==> src/rtl/tap_delay_ctrl.sv <==
module tap_delay_ctrl #(
  parameter int MODE     = 1,
  parameter int TAP_BITS = 5,
  parameter int PRESET   = 0
) (
  input  logic                clk,
  input  logic                rst,
  input  logic                load,
  input  logic                step_en,
  input  logic                step_up,
  input  logic                stage_load,
  input  logic                stage_clr,
  input  logic [TAP_BITS-1:0] count_in,
  output logic [TAP_BITS-1:0] tap_out,
  output logic                tap_valid
);
  localparam int M_FIXED = 0, M_VAR = 1, M_LOAD = 2, M_PIPE = 3;
  localparam logic [TAP_BITS-1:0] PRESET_V = TAP_BITS'(PRESET);
  localparam logic [TAP_BITS-1:0] RST_TAP  = (MODE >= M_LOAD) ? '0 : PRESET_V;

  logic [TAP_BITS-1:0] tap_q, stage_q, load_src;
  logic                valid_q;

  assign load_src  = (MODE == M_VAR) ? PRESET_V : (MODE == M_LOAD) ? count_in : stage_q;
  assign tap_out   = tap_q;
  assign tap_valid = valid_q;

  always_ff @(posedge clk) begin
    if (rst) begin
      tap_q   <= RST_TAP;
      stage_q <= '0;
      valid_q <= (MODE < M_LOAD);
    end else begin
      if (MODE == M_PIPE) begin
        if (stage_clr)       stage_q <= '0;
        else if (stage_load) stage_q <= count_in;
      end
      if (MODE != M_FIXED) begin
        if (load) begin
          tap_q   <= load_src;
          valid_q <= 1'b1;
        end else if (step_en) begin
          tap_q <= step_up ? tap_q + 1'b1 : tap_q - 1'b1;
        end
      end
    end
  end

  generate
    if (MODE == M_FIXED) begin : g_fixed_chk
      assert_fixed_tap_R10: assert property (@(posedge clk) disable iff (rst)
        tap_q == PRESET_V);
    end else begin : g_var_chk
      assert_step_up_R2: assert property (@(posedge clk) disable iff (rst)
        (!load && step_en && step_up) |=> tap_q == TAP_BITS'($past(tap_q) + 1'b1));
      assert_step_down_R4: assert property (@(posedge clk) disable iff (rst)
        (!load && step_en && !step_up) |=> tap_q == TAP_BITS'($past(tap_q) - 1'b1));
      assert_hold_R3: assert property (@(posedge clk) disable iff (rst)
        (!load && !step_en) |=> $stable(tap_q));
      assert_load_valid_R12: assert property (@(posedge clk) disable iff (rst)
        load |=> tap_valid);
    end
    if (MODE == M_VAR) begin : g_var_load
      assert_preset_load_R6: assert property (@(posedge clk) disable iff (rst)
        load |=> tap_q == PRESET_V);
    end
    if (MODE == M_LOAD) begin : g_cnt_load
      assert_count_load_R7: assert property (@(posedge clk) disable iff (rst)
        load |=> tap_q == $past(count_in));
    end
    if (MODE == M_PIPE) begin : g_pipe_load
      assert_stage_commit_R8: assert property (@(posedge clk) disable iff (rst)
        load |=> tap_q == $past(stage_q));
      assert_stage_clear_R9: assert property (@(posedge clk) disable iff (rst)
        stage_clr |=> stage_q == '0);
    end
  endgenerate
endmodule

==> config.mk <==
export PLATFORM = sky130hd
export DESIGN_NAME = tap_delay_ctrl
export DESIGN_NICKNAME = d
export VERILOG_FILES = /design/src/rtl/tap_delay_ctrl.sv
export SDC_FILE = /design/constraint.sdc
export NUM_CORES = 1
export LEC_CHECK = 0
export BUFFER_PORTS_ARGS = -buffer_cell sky130_fd_sc_hd__buf_2
export CAP_MARGIN = 25
export CORE_AREA = 2 2 39 41
export DETAILED_ROUTE_END_ITERATION = 8
export DIE_AREA = 0 0 41 43
export PLACE_DENSITY = 0.55
export SYNTH_ARGS = -nofsm -noshare
export SYNTH_HDL_FRONTEND = slang
export SYNTH_SLANG_ARGS = --single-unit
==> constraint.sdc <==
create_clock -name clk -period 1.5 [get_ports clk]
set_clock_uncertainty 0.15 [all_clocks]
set_input_delay 0 -clock clk [delete_from_list [all_inputs] [get_ports clk]]
set_output_delay 0 -clock clk [all_outputs]
set_load 0.02 [all_outputs]
==> flow_summary.toml, run 1 <==
[logic_synthesis]
ys_top_cells_by_area = "dfxtp_1, ha_1, fa_1, nor2_1, xnor2_1"
synthArstFlopShare = 0
yosysSeqAreaShare = 0.309
ys_warn_count = 0
syn_inst = 37
yosysTopAreaCell = "dfxtp_1"
yosys.area.top_type_share = 0.309
synth_common_cells = "dfxtp_1, nor2_1, a21oi_1, ha_1"
synth_edf_count = 0
syn_nets = 53
synth_cell_types = 22
synthesis.area_sq_um = 324
ys_seq_elements = 5
syn_area_per_cell_sq_um = 8.76
synthFlopType = "dfxtp_1"

[worst_hold_path]
hp-class = "in2reg"
hold_path_depth = 2
holdPathEnd = "tap_out[2]"
min_from = "step_en"

[drt]
vias = 297
drtIter0Drc = 3
wirelength_um = 727
wl_per_cell_um = 10.9
first_pass_iters = 4
antenna_left = 0
viasPerCell = 4.43
drc = 0

[place]
dpl.hpwl_um = 557
portBuffers = 9
place_area_sq_um = 415
gp_congestion = 0.708

[sta]
hold_ws_ns = -0.0684
setup_slack_ns = -0.0386
timing.final.crit_share = 1.03
max_freq_mhz = 650
hold_viol_final = 4
period_needed_ns = 1.54
slew_violations = 0
rsz0062_at_grt = "yes"
setup_viol = 1

[finish]
largest_register_ffs = 5
drive_gt1_frac = 0.392
stdcell_area_sq_um = 467
syn_to_final_growth_pct = 44.0
seqCellArea_sq_um = 106
antenna_cells = 0
fill_cells = 150
multiInputGateArea_sq_um = 238
final_nets = 68

[grt]
grt_max_degree = 10
antenna_found_initial = 0
grt_pass1_wl_um = 1190
grtUsageTotal = 0.104
grt_pass1_vias = 301
grt_overflow = 0

[power_and_ir_drop]
p_per_area_nw_per_um2 = 837
vdd_drop_max_mv = 0.212
p_leak_nw = 0.211

[setup_path]
worstPathMaxFanout = 4
cp-start-kind = "register"
r2r_cells = 5
cp.required_ns = 1.53
r2r_slack_ns = -0.04
worstReg2RegStart = "tap_out[1]"
critical_path.endpoint_type = "register"
crit_type = "reg2reg"
critPathLaunch = "tap_out[1]"
arrival_ns = 1.57
r2r-end = "tap_out[3]"

[floorplanning]
dieArea_sq_um = 1760
start_util = 0.234
io_pins = 18
die_y_um = 43
rows = 14
fp.dieW_um = 41
core_area_sq_um = 1380

[clocking]
clkLatencyLatePin_ns = 0.24
cts_hold_repair.buffers = 3
cts_tree = "yes"
cts_root_buf = "clkbuf_4"
clk_pin_slew_ns = 0.05
cts_sinks = 5
cts_buffers = 3
clockBufferDepth = 2
htreeDepth = 1

[outcome]
violations = "negative hold slack, negative setup slack"
status = "finished, violations left"

[flow_run]
maxCapViolations = 0
-- how the worst max path moves through the flow --
stage                      end  slack (ns)  cells after the start
CTS                 tap_out[3]       -0.04                      5
global placement    tap_out[3]      -0.005                      5
global route        tap_out[3]       -0.09                      5
floorplan           tap_out[3]       -0.01                      5
detailed placement  tap_out[3]       -0.02                      5
finish              tap_out[3]       -0.04                      5
-- cell usage in the layout (no fill, tap or decap) --
cell	netlist	routed
nand3b_1	1	1
mux2i_1	1	1
buf_4	1	1
nand4_1	1	1
o21ai_1	1	1
or4b_1	1	1
xnor2_1	2	2
a21oi_1	3	2
conb_1	1	1
and4_1	1	1
a21o_1	1	1
a21oi_2	0	1
buf_2	0	9
dlygate4sd3_1	0	2
ha_4	0	2
clkbuf_1	1	1
dfxtp_4	0	1
o31ai_1	1	1
dfxtp_1	5	2
a211oi_1	1	1
nor2_1	5	5
nand3_1	2	2
or2_4	1	1
ha_1	3	1
clkbuf_4	0	3
dfxtp_2	0	2
inv_1	1	1
nand2_1	2	2
fa_1	1	1
-- critical path: stages (launching register included) --
cell and delay (ns):
dfxtp_4 0.36, ha_4 0.25, a21o_1 0.12, a21oi_2 0.06, or4b_1 0.46, nand3_1 0.08
-- metrics by stage --
step	power (mW)	utilization	setup TNS [ns]	cells	setup slack [ns]
5_1_grt	0.419	0.337	-0.137	67	-0.0892
3_5_place_dp	0.228	0.300	-0.0250	61	-0.0250
2_1_floorplan	0.206	-	-0.00955	37	-0.00955
6_report	0.391	0.337	-0.0386	67	-0.0386
3_3_place_gp	0.226	0.300	-0.00472	61	-0.00472
4_1_cts	0.399	0.341	-0.0362	68	-0.0362
-- cell type report --
type	count	area share
Inverter	1	0.00804
Tap cell	16	0.0429
Multi-Input combinational cell	29	0.509
Sequential cell	5	0.228
Timing Repair Buffer	12	0.155
Clock buffer	4	0.0563
-- cell families after synthesis --
family,synth area share
flops,0.309
mux,0.0309
compound gates,0.131
simple gates,0.239
xor+xnor,0.0541
other cells,0.0116
fa+ha+maj,0.178
buf+inv,0.0463
-- report_power, final --
group | internal, mW | switching, mW | total [mW]
registers | 0.140 | 0.00727 | 0.147
logic | 0.0401 | 0.0452 | 0.0852
clock network | 0.101 | 0.0576 | 0.158
total | 0.281 | 0.110 | 0.391
-- per-layer routing --
layer / global-route usage / part of all wire
met5: 0 / 0
met1: 0.134 / 0.57
met2: 0.138 / 0.39
met4: 0.120 / 0.019
met3: 0 / 0.015
-- timing repair --
item,in CTS,in global routing
buffers inserted,0,0
gates resized for setup,0,2
endpoints found under the hold margin,5,1
pin swaps,0,0
setup endpoints to repair,1,3
Power figures use the tool's default switching activity.
==> run 2, diff against run 1 <==
Settings changed: ABC_AREA from default to 1, PLACE_DENSITY 0.55 to 0.57.
==> run 2 against run 1 <==
  * The flow now finishes without violations
  * Clock power hardly changed
  * Synthesized cell count grew 46%
  * Sequential power barely moved
  * Largest cell class unchanged
  * Largest power group unchanged
  * Highest routed layer unchanged
==> flow_summary.toml, run 2 <==
[clocking]
htreeDepth = 1
cts_tree = "yes"
post_cts_buffers = 0
cts_buffers = 3
clockBufferDepth = 2
clkLatencyLatePin_ns = 0.24
cts_sinks = 5
clk_pin_slew_ns = 0.04
cts_root_buf = "clkbuf_4"

[drt]
first_pass_iters = 2
vias = 362
wl_per_cell_um = 8.02
drc = 0
viasPerCell = 4.21
wirelength_um = 690
antenna_left = 0
drtIter0Drc = 1

[logic_synthesis]
yosys.area.top_type_share = 0.282
synthArstFlopShare = 0
synth_cell_types = 16
synthesis.area_sq_um = 355
synthFlopType = "dfxtp_1"
synth_most_common_cell = "nand2_1"
ys_top_cells_by_area = "dfxtp_1, nand2_1, ha_1, inv_1, nor2_1"
ys_seq_elements = 5
syn_nets = 70
yosysSeqAreaShare = 0.282
syn_area_per_cell_sq_um = 6.58
syn_inst = 54
synth_edf_count = 0
ys_warn_count = 0
synth_common_cells = "nand2_1, inv_1, nor2_1, dfxtp_1, nand3_1"
yosysTopAreaCell = "dfxtp_1"

[power_and_ir_drop]
p_leak_nw = 0.276
p_per_area_nw_per_um2 = 813
clock_power_share = 0.398
seqPwrFrac = 0.372
power_switching_mw = 0.111
vdd_drop_max_mv = 0.384
switching_share = 0.284
power_frac_comb = 0.230
report.power.total_mw = 0.390
p_int_mw = 0.279

[flow_run]
maxCapViolations = 0

[sta]
max_freq_mhz = 726
fin_tns_setup_ns = 0
hold_viol_final = 0
timing.final.crit_share = 0.918
setup_slack_ns = 0.123
setup_viol = 0
slew_violations = 0
period_needed_ns = 1.38
hold_ws_ns = 0.0925
rsz0062_at_grt = "no"

[place]
dpl.hpwl_um = 557
gp_congestion = 0.662
portBuffers = 9
place_area_sq_um = 420
post-place-ws_ns = 0.0833

[setup_path]
crit_type = "reg2reg"
critical_path.endpoint_type = "register"
cp.required_ns = 1.49
cp-start-kind = "register"
arrival_ns = 1.37
worstPathMaxFanout = 3

[grt]
grt_pass1_wl_um = 1170
grt_overflow = 0
grtUsageTotal = 0.104
grt_max_degree = 7
grt_pass1_vias = 294
antenna_found_initial = 0

[floorplanning]
die_y_um = 43
start_util = 0.257
fp.dieW_um = 41
core_area_sq_um = 1380
rows = 14
io_pins = 18
dieArea_sq_um = 1760

[finish]
final_nets = 87
syn_to_final_growth_pct = 34.9
drive_gt1_frac = 0.229
final_common_cell = "nand2_1"
antenna_cells = 0
largest_register_ffs = 5
stdcell_area_sq_um = 479
final_cell_mix = "nand2_1, buf_2, inv_1"

[worst_hold_path]
hp-class = "in2reg"

[outcome]
status = "completed"
## run 2: cell count changes in the layout (fill, tap and decap cells not counted), sizes merged, moves of 2 or more
| cell | delta |
|---|---|
| or2 | +3 |
| inv | +7 |
| nand2 | +14 |
| xnor2 | -2 |
| nand3 | +2 |
## run 2: logic make-up (layout without fill, tap and decap cells)
kind of cell	Yosys count	in the layout	synth area share
buffers and inverters	9	25	0.106
and+or+nand+nor	30	30	0.359
xor gates and xnor gates	1	1	0.0247
other	1	1	0.0106
DFF	5	5	0.282
adders and majority gates	4	4	0.162
AOI/OAI and AO/OA	4	4	0.0563
## run 2: worst max-delay path, cell delays in order, from the launching register on
cell	delay [ns]
dfxtp_1	0.32
ha_1	0.30
or2_1	0.25
nand3_1	0.08
nand3_1	0.08
nand2_1	0.06
inv_1	0.03
## run 2: timing repair
action / 4_1_cts / 5_1_grt
resized for setup: 0 / 1
hold buffers: 3 / 0
endpoints found under the hold margin: 5 / 0
endpoints found under the setup margin: 0 / 1
## run 2: cell type report
cell class                      instances  area (sq um)
Fill cell                             154           905
Multi-Input combinational cell         40           220
Sequential cell                         5           100
Timing Repair Buffer                   13          82.6
Inverter                                8          30.0
Clock buffer                            4          26.3
Tap cell                               16          20.0
## run 2: metal layers
| layer | track usage | vias up | part of all wire |
|---|---|---|---|
| li1 | - | 194 | - |
| met1 | 0.133 | 158 | 0.48 |
| met2 | 0.128 | 8 | 0.46 |
| met3 | 0.0314 | 2 | 0.033 |
| met4 | 0.100 | 0 | 0.025 |
| met5 | 0 | - | 0 |
## run 2: worst paths after layout
path	startpoint	endpoint	slack [ns]	depth (start not counted)
worst max register to register	tap_out[3]	tap_out[4]	0.12	6
worst min register to register	tap_out[1]	tap_out[1]	0.36	2
worst min-delay path	step_up	tap_out[4]	0.09	7
worst max-delay path	tap_out[3]	tap_out[4]	0.12	6
## run 2: metrics by stage
| stage | util | instances |
|---|---|---|
| after detailed placement | 0.304 | 79 |
| after floorplan | - | 54 |
| after global routing | 0.346 | 86 |
| after global placement | 0.304 | 79 |
| after CTS | 0.344 | 86 |
| final | 0.346 | 86 |
## run 2: power groups by stage
| stage | clock network (mW) | logic [mW] | registers (mW) |
|---|---|---|---|
| after floorplan | 0 | 0.0528 | 0.155 |
| after global placement | 0 | 0.0825 | 0.147 |
| after detailed placement | 0 | 0.0838 | 0.147 |
| after CTS | 0.162 | 0.0903 | 0.145 |
| after global routing | 0.171 | 0.103 | 0.146 |
| final | 0.155 | 0.0898 | 0.145 |
==> run 3, diff against run 2 <==
Settings changed: CTS_BUF_LIST from default to sky130_fd_sc_hd__clkbuf_2 sky130_fd_sc_hd__clkbuf_4 sky130_fd_sc_hd__clkbuf_8.
==> run 3 against run 2 <==
  * Power grew 4.8%
  * Routed wire length grew 0.43%
  * Register-to-register slack is essentially flat
  * Cell area grew 0.78%
  * Critical path depth is the same
  * Via count shrank 0.28%
  * Sequential cell count is the same
  * Cell count is the same
  * Sequential share of layout area shrank 0.16 points
  * Die area is the same
  * Critical endpoint unchanged
  * Highest routed layer unchanged
==> flow_summary.toml, run 3 (synthesis results as in run 2) <==
[outcome]
status = "completed"

[setup_path]
path_cells = "ha_1 -> or2_1 -> nand3_1 -> nand3_1 -> nand2_1 -> inv_1"
r2r_slack_ns = 0.12
cpPeakStageDelay_ns = 0.32
worstPathMaxFanout = 3
critical_path.endpoint_type = "register"
cp.required_ns = 1.49
cpMostUsedCell = "nand3_1"
crit_type = "reg2reg"
r2r-end = "tap_out[4]"
cp-start-kind = "register"
crit_slowest_cell = "dfxtp_1"
r2r_cells = 6
worstReg2RegStart = "tap_out[3]"
arrival_ns = 1.37
endpoint = "tap_out[4]"
critPathLaunch = "tap_out[3]"

[drt]
wirelength_um = 693
viasPerCell = 4.20
first_pass_iters = 2
antenna_left = 0
met1Wirelength_um = 334
drtIter0Drc = 1
wl_per_cell_um = 8.06
wl_met3_um = 23
top_layer = "met4"
vias = 361
wl_met2_um = 318
drc = 0

[floorplanning]
rows = 14
die_y_um = 43
io_pins = 18
start_util = 0.257
fp.dieW_um = 41
core_area_sq_um = 1380
dieArea_sq_um = 1760

[grt]
grtUsageTotal = 0.104
grt_overflow = 0
antenna_found_initial = 0
grt_max_degree = 7
grt_pass1_wl_um = 1170
grt_pass1_vias = 294

[clocking]
clockBufferDepth = 2
post_cts_buffers = 0
cts_tree = "yes"
cts_sinks = 5
cts_root_buf = "clkbuf_4"
clk_pin_slew_ns = 0.04
cts_buffers = 3
clkLatencyLatePin_ns = 0.24
htreeDepth = 1

[finish]
antenna_cells = 0
final_nets = 87
drive_gt1_frac = 0.243
fin_cells = 86
syn_to_final_growth_pct = 35.9
multiInputGateArea_sq_um = 220
largest_register_ffs = 5
seqCellArea_sq_um = 100
fin_util = 0.349
fill_cells = 152
final_cell_mix = "nand2_1, buf_2, inv_1"
final_common_cell = "nand2_1"

[sta]
rsz0062_at_grt = "no"
setup_viol = 0
period_needed_ns = 1.38
fin_tns_setup_ns = 0
slew_violations = 0
max_freq_mhz = 726
timing.final.crit_share = 0.918
hold_viol_final = 0

[power_and_ir_drop]
vdd_drop_max_mv = 0.390
p_leak_nw = 0.279
p_per_area_nw_per_um2 = 846
report.power.total_mw = 0.409

[place]
portBuffers = 9
gp_congestion = 0.662
place_inst = 79
dpl.hpwl_um = 557

[flow_run]
maxCapViolations = 0

[worst_hold_path]
hp-class = "in2reg"
[run 3: cell counts in the layout (fill, tap and decap cells not counted)]
No cell type changed its count.
[run 3: worst max-delay path: cells and delay by family, from the launching register on]
family        cells  cell delay [ns]
flops             1             0.32
fa+ha+maj         1             0.30
simple gates      4             0.47
buf+inv           1             0.03
[run 3: timing repair]
action,CTS,global route
gates resized for setup,0,1
hold buffers,3,0
hold endpoints to repair,5,0
setup endpoints to repair,0,1
[run 3: final cells by class]
type / instances / share of cell area
Multi-Input combinational cell: 40 / 0.456
Sequential cell: 5 / 0.207
Timing Repair Buffer: 13 / 0.171
Clock buffer: 4 / 0.0622
Inverter: 8 / 0.0622
Tap cell: 16 / 0.0415
[run 3: routing by layer]
metal / GRT usage / vias to the layer above
li1: - / 193
met1: 0.133 / 158
met2: 0.128 / 8
met3: 0.0314 / 2
met4: 0.100 / 0
met5: 0 / -
[run 3: metrics by stage]
| step | hold WS (ns) | instance area [sq um] | worst slack (ns) |
|---|---|---|---|
| floorplan | -0.0108 | 355 | 0.0542 |
| global placement | 0.168 | 420 | 0.0842 |
| detailed placement | 0.166 | 420 | 0.0833 |
| CTS | 0.0922 | 480 | 0.0744 |
| global route | 0.170 | 483 | 0.00268 |
| finish | 0.0920 | 483 | 0.123 |
[run 3: report_power, final]
group          switching [mW]  leakage (nW)  internal, mW  total, mW
Combinational          0.0511         0.220        0.0387     0.0898
Clock                  0.0551        0.0184         0.119      0.174
Sequential            0.00512        0.0409         0.140      0.145
[run 3: worst min path at each step]
stage                 start    endpoint  slack, ns  cells past startpoint
detailed placement      rst  tap_out[1]       0.17                      3
floorplan           step_en  tap_out[1]      -0.01                      2
finish              step_up  tap_out[4]       0.09                      7
CTS                 step_up  tap_out[4]       0.09                      7
global placement        rst  tap_out[0]       0.17                      3
global route        step_up  tap_out[4]       0.17                      7
